File: src/rtl/ais_pkg.sv
package ais_pkg;

    localparam int LMODE_W = 2;
    localparam int PMODE_W = 3;
    localparam int CODE_W  = 2;

    typedef enum logic [LMODE_W-1:0] {
        LM_AUTO_DLB   = 2'b00,
        LM_FORCE_ONES = 2'b01,
        LM_FORCE_AIS  = 2'b10,
        LM_OFF        = 2'b11
    } line_mode_e;

    typedef enum logic [PMODE_W-1:0] {
        PM_ALWAYS = 3'b000,
        PM_LLB    = 3'b001,
        PM_PLB    = 3'b010,
        PM_ANY_LB = 3'b011,
        PM_LOS    = 3'b100,
        PM_OOF    = 3'b101,
        PM_ANY    = 3'b110,
        PM_NEVER  = 3'b111
    } pay_mode_e;

    typedef enum logic [CODE_W-1:0] {
        AC_NONE = 2'b00,
        AC_ONES = 2'b01,
        AC_DS3  = 2'b10
    } ais_code_e;

    typedef struct packed {
        logic dlb;
        logic llb;
        logic plb;
        logic los;
        logic oof;
    } alarm_t;

    typedef struct packed {
        logic      active;
        ais_code_e code;
    } ais_sel_t;

    // Code used by modes that follow the frame type
    function automatic ais_code_e framed_code(input logic e3);
        return e3 ? AC_ONES : AC_DS3;
    endfunction

    localparam ais_sel_t SEL_IDLE = '{active: 1'b0, code: AC_NONE};

endpackage

File: src/rtl/ais_line_sel.sv
module ais_line_sel
    import ais_pkg::*;
(
    input  line_mode_e mode,
    input  logic       e3,
    input  logic       dlb,
    output ais_sel_t   sel
);
    always_comb begin
        sel = SEL_IDLE;
        unique case (mode)
            LM_AUTO_DLB: begin
                sel.active = dlb;
                sel.code   = dlb ? framed_code(e3) : AC_NONE;
            end
            LM_FORCE_ONES: begin
                sel.active = 1'b1;
                sel.code   = AC_ONES;
            end
            LM_FORCE_AIS: begin
                sel.active = 1'b1;
                sel.code   = framed_code(e3);
            end
            default: sel = SEL_IDLE;
        endcase
    end
endmodule

File: src/rtl/ais_pay_sel.sv
module ais_pay_sel
    import ais_pkg::*;
(
    input  pay_mode_e mode,
    input  alarm_t    al,
    output ais_sel_t  sel
);
    logic llb_eff, los_eff, hit;

    // loopback in diagnostic mode hides line-side conditions
    assign llb_eff = al.llb & ~al.dlb;
    assign los_eff = al.los & ~al.dlb;

    always_comb begin
        unique case (mode)
            PM_ALWAYS: hit = 1'b1;
            PM_LLB:    hit = llb_eff;
            PM_PLB:    hit = al.plb;
            PM_ANY_LB: hit = llb_eff | al.plb;
            PM_LOS:    hit = los_eff;
            PM_OOF:    hit = al.oof;
            PM_ANY:    hit = al.oof | los_eff | llb_eff | al.plb;
            default:   hit = 1'b0;
        endcase
        sel.active = hit;
        sel.code   = hit ? AC_ONES : AC_NONE;
    end
endmodule

File: src/rtl/ais_stream_sub.sv
module ais_stream_sub
    import ais_pkg::*;
#(
    parameter bit DS3_CAPABLE = 1'b1
) (
    input  logic      clk,
    input  logic      rst,
    input  ais_sel_t  sel,
    input  logic      din,
    input  logic      oh,
    output logic      dout,
    output logic      ins,
    output ais_code_e code
);
    logic phase;
    logic fill_bit;

    generate
        if (DS3_CAPABLE) begin : g_ds3
            logic run_ds3;
            assign run_ds3 = sel.active && (sel.code == AC_DS3);
            always_ff @(posedge clk) begin
                if (rst)          phase <= 1'b1;
                else if (run_ds3) phase <= oh ? phase : ~phase;
                else              phase <= 1'b1;
            end
        end else begin : g_ones
            assign phase = 1'b1;
        end
    endgenerate

    assign fill_bit = (sel.code == AC_DS3) ? (oh ? din : phase) : 1'b1;

    always_ff @(posedge clk) begin
        if (rst) begin
            dout <= 1'b0;
            ins  <= 1'b0;
            code <= AC_NONE;
        end else begin
            dout <= sel.active ? fill_bit : din;
            ins  <= sel.active;
            code <= sel.active ? sel.code : AC_NONE;
        end
    end
endmodule

File: src/rtl/ais_insert_ctrl.sv
module ais_insert_ctrl
    import ais_pkg::*;
(
    input  logic       clk,
    input  logic       rst,
    input  logic [1:0] line_mode,
    input  logic [2:0] pay_mode,
    input  logic       frame_e3,
    input  logic       dlb,
    input  logic       llb,
    input  logic       plb,
    input  logic       los,
    input  logic       oof,
    input  logic       line_din,
    input  logic       line_oh,
    input  logic       pay_din,
    output logic       line_dout,
    output logic       line_ins,
    output logic [1:0] line_code,
    output logic       pay_dout,
    output logic       pay_ins,
    output logic [1:0] pay_code
);
    line_mode_e lmode_q;
    pay_mode_e  pmode_q;
    logic       e3_q;
    alarm_t     al_q;
    ais_sel_t   line_sel, pay_sel;
    ais_code_e  line_code_e, pay_code_e;

    always_ff @(posedge clk) begin
        if (rst) begin
            lmode_q <= LM_OFF;
            pmode_q <= PM_NEVER;
            e3_q    <= 1'b0;
            al_q    <= '0;
        end else begin
            lmode_q <= line_mode_e'(line_mode);
            pmode_q <= pay_mode_e'(pay_mode);
            e3_q    <= frame_e3;
            al_q    <= '{dlb: dlb, llb: llb, plb: plb, los: los, oof: oof};
        end
    end

    ais_line_sel u_line_sel (
        .mode (lmode_q),
        .e3   (e3_q),
        .dlb  (al_q.dlb),
        .sel  (line_sel)
    );

    ais_pay_sel u_pay_sel (
        .mode (pmode_q),
        .al   (al_q),
        .sel  (pay_sel)
    );

    ais_stream_sub #(.DS3_CAPABLE(1'b1)) u_line_sub (
        .clk  (clk),
        .rst  (rst),
        .sel  (line_sel),
        .din  (line_din),
        .oh   (line_oh),
        .dout (line_dout),
        .ins  (line_ins),
        .code (line_code_e)
    );

    ais_stream_sub #(.DS3_CAPABLE(1'b0)) u_pay_sub (
        .clk  (clk),
        .rst  (rst),
        .sel  (pay_sel),
        .din  (pay_din),
        .oh   (1'b0),
        .dout (pay_dout),
        .ins  (pay_ins),
        .code (pay_code_e)
    );

    assign line_code = line_code_e;
    assign pay_code  = pay_code_e;
endmodule

File: config.mk
export PLATFORM = sky130hd
export DESIGN_NAME = ais_insert_ctrl
export DESIGN_NICKNAME = d
export VERILOG_FILES = /design/src/rtl/ais_pkg.sv /design/src/rtl/ais_line_sel.sv /design/src/rtl/ais_pay_sel.sv /design/src/rtl/ais_stream_sub.sv /design/src/rtl/ais_insert_ctrl.sv
export SDC_FILE = /design/constraint.sdc
export NUM_CORES = 1
export LEC_CHECK = 0
export BUFFER_PORTS_ARGS = -buffer_cell sky130_fd_sc_hd__buf_2
export CAP_MARGIN = 5
export CORE_MARGIN = 5
export CORE_UTILIZATION = 25
export DETAILED_ROUTE_END_ITERATION = 8
export PLACE_DENSITY_LB_ADDON = 0.3
export SETUP_SLACK_MARGIN = 0.02
export SYNTH_ARGS = -nofsm -noshare
export SYNTH_HDL_FRONTEND = slang
export SYNTH_SLANG_ARGS = --single-unit
File: constraint.sdc
create_clock -name clk -period 1.9 [get_ports clk]
set_clock_uncertainty 0.2 [all_clocks]
set_input_delay 0 -clock clk [delete_from_list [all_inputs] [get_ports clk]]
set_output_delay 0 -clock clk [all_outputs]
set_load 0.1 [all_outputs]
==> summary.md <==
| Metric | Value |
|---|---|
| Critical path arrival | `1.83 ns` |
| Leak Pwr | `0.510 nW` |
| Yosys reg bits | `18` |
| GRT overflow | `0` |
| Ys flop type | `dfxtp_1` |
| Post-route cell area | `1140 um2` |
| Worst EP required | `1.93 ns` |
| RSZ-0062 raised after global routing | `false` |
| Clock Path Buffers | `2` |
| Initial antenna violation count | `0` |
| Setup crit end kind | `flip-flop` |
| IO Pins | `24` |
| Pin count of the biggest net entering global routing | `16` |
| Ys Warns | `0` |
| Crit path kind | `flip-flop to flip-flop` |
| VDD IR-drop max | `0.518 mV` |
| Clock Sinks | `18` |
| Distinct cells, synth | `27` |
| H-tree depth | `1` |
| Die Height | `63.1 um` |
| TritonRoute pass-1 iters | `4` |
| Setup TNS | `0 ns` |
| Footprint of the multi-input gates | `307 um2` |
| Final setup margin | `0.107 ns` |
| Wire per inst | `10.0 um` |
| FF-to-FF setup slack | `0.11 ns` |
| HP Start | `e3_q$_SDFF_PP0_` |
| Vias in the first global route | `632` |
| Number of port buffers | `22` |
| Vias per cell | `4.16` |
| Reg-to-Reg Start | `al_q[4]$_SDFF_PP0_` |
| Die ar. | `3980 um2` |
| Fin crit share | `0.944` |
| First-pass GRT wire length | `2650 um` |
| Area Growth Syn to Fin | `61.8%` |
| Via count | `612` |
| Root buf cell | `clkbuf_4` |
| Starting density of the core | `0.258` |
| Achievable Freq | `0.558 GHz` |
| Ant diodes | `0` |
| FFs w/ async S/R, synth | `0` |
| Post-synth EDFFs | `0` |
| Residual DRC | `0` |
| Share of post-route cells with drive strength above 1 | `0.328` |
| Pwr Total | `0.768 mW` |
| Setup-failing EPs final | `0` |
| Placeable Area | `2730 um2` |
| Pwr/cell area | `674 nW/um2` |
| Hpwl dp | `987 um` |
| Synthesized area per cell | `10.7 um2` |
| Post-synthesis cell count | `66` |
| Fill count | `270` |
| CTS tree | `built` |
| Worst Hold Class | `flip-flop to flip-flop` |
| Crit path max fanout | `3` |
| Max_cap viols | `0` |
| Clock transition at path regs | `0.10 ns` |
| Min cycle time layout | `1.79 ns` |
| Total wire length | `1470 um` |
| Final Max Slew Viols | `0` |
| Sequential-to-total area share from yosys stat | `0.512` |
| Tot GR Track Use | `0.0862` |
| Die extent in x | `63.1 um` |
| # rows | `19` |
| Num CTS Buffers | `3` |
| Crit start category | `flip-flop` |
| Worst setup path startpoint | `al_q[4]$_SDFF_PP0_` |
| Synthesized area | `704 um2` |
| Status | `completed` |
| Remaining antenna violation count | `0` |
| DRT iter0 DRCs | `8` |
| WHS | `0.281 ns` |
| RePlAce Congestion | `0.664` |
| Area post-placement | `835 um2` |
| Syn nets | `86` |
| FF+latch area | `365 um2` |
| Clk Latency, worst-skew pair | `0.29 ns` |
| Final hold violations | `0` |
| Pre-CTS WS | `0.257 ns` |
| Final #Nets | `138` |
-- layout make-up --
class / instances / area share
clock buffer: 3 / 0.0198
inverter: 5 / 0.0165
multi-input combinational: 40 / 0.269
sequential: 18 / 0.321
timing repair buffer: 50 / 0.340
tap: 31 / 0.0340
-- layout by cell type (no fill, tap or decap), types with 3 or more instances in the layout --
master         instances
nor2b_1                7
nand3b_1               3
dlygate4sd3_1         27
inv_1                  5
buf_2                 22
dfxtp_1               16
or2_2                  5
clkbuf_4               3
ha_1                   4
a21oi_1                3
-- cells by family (layout without fill, tap and decap cells) --
group,Yosys count,count (layout),synth area share
simple gates,23,23,0.224
flops,18,18,0.512
compound gates,11,11,0.123
buf+inv,8,58,0.0533
fa+ha+maj,4,4,0.0711
other cells,1,1,0.00532
xor+xnor,1,1,0.0124
-- path summary, 6_finish.rpt --
check,endpoint,cells past startpoint
setup / recovery,u_pay_sub.dout$_SDFF_PP0_,4
hold / removal,u_line_sub.code[1]$_SDFF_PP0_,1
setup reg to reg,u_pay_sub.dout$_SDFF_PP0_,4
hold reg to reg,u_line_sub.code[1]$_SDFF_PP0_,1
-- Yosys cell counts (2+ instances only) --
master	number	share of area
buf_4	2	0.021
dfxtp_1	18	0.51
inv_1	5	0.027
a21oi_1	3	0.021
ha_1	4	0.071
nor2b_1	7	0.062
nand3b_1	3	0.032
or2_2	5	0.044
-- stage by stage --
step	cells	util
6_report	147	0.417
5_1_grt	147	0.417
4_1_cts	146	0.412
3_5_place_dp	116	0.305
3_3_place_gp	116	0.305
2_1_floorplan	66	-
-- critical path, stage by stage, from the launching register on --
cell           delay [ns]
dfxtp_4              0.36
nand3b_1             0.15
a221o_1              0.35
a41oi_2              0.13
dlygate4sd3_1        0.55
-- timing repair --
item	CTS	global route
gates resized for setup	0	3
buffers inserted	0	1
hold endpoints to repair	16	0
endpoints found under the setup margin	0	1
hold buffers	27	0
-- sequential cells by signal, summed over array words and instances (netlist names) --
register and count:
u_line_sub.phase 1, u_line_sub.ins 1, e3_q 1, u_pay_sub.ins 1, lmode_q 2, u_line_sub.dout 1
pmode_q 3, u_pay_sub.dout 1, u_line_sub.code 2, al_q 5
-- power breakdown --
group	switching (mW)	internal (mW)	leakage, nW
clock network	0.109	0.0736	0.0138
registers	0.00968	0.396	0.149
logic	0.104	0.0762	0.347
-- metal layers --
metal,up-vias,routed length [um],global-route usage
met1,270,628,0.0944
met3,2,93,0.0302
met4,0,29,0.0557
met2,21,719,0.140
li1,319,-,-
met5,-,0,0
(Power assumes the default switching activity.)
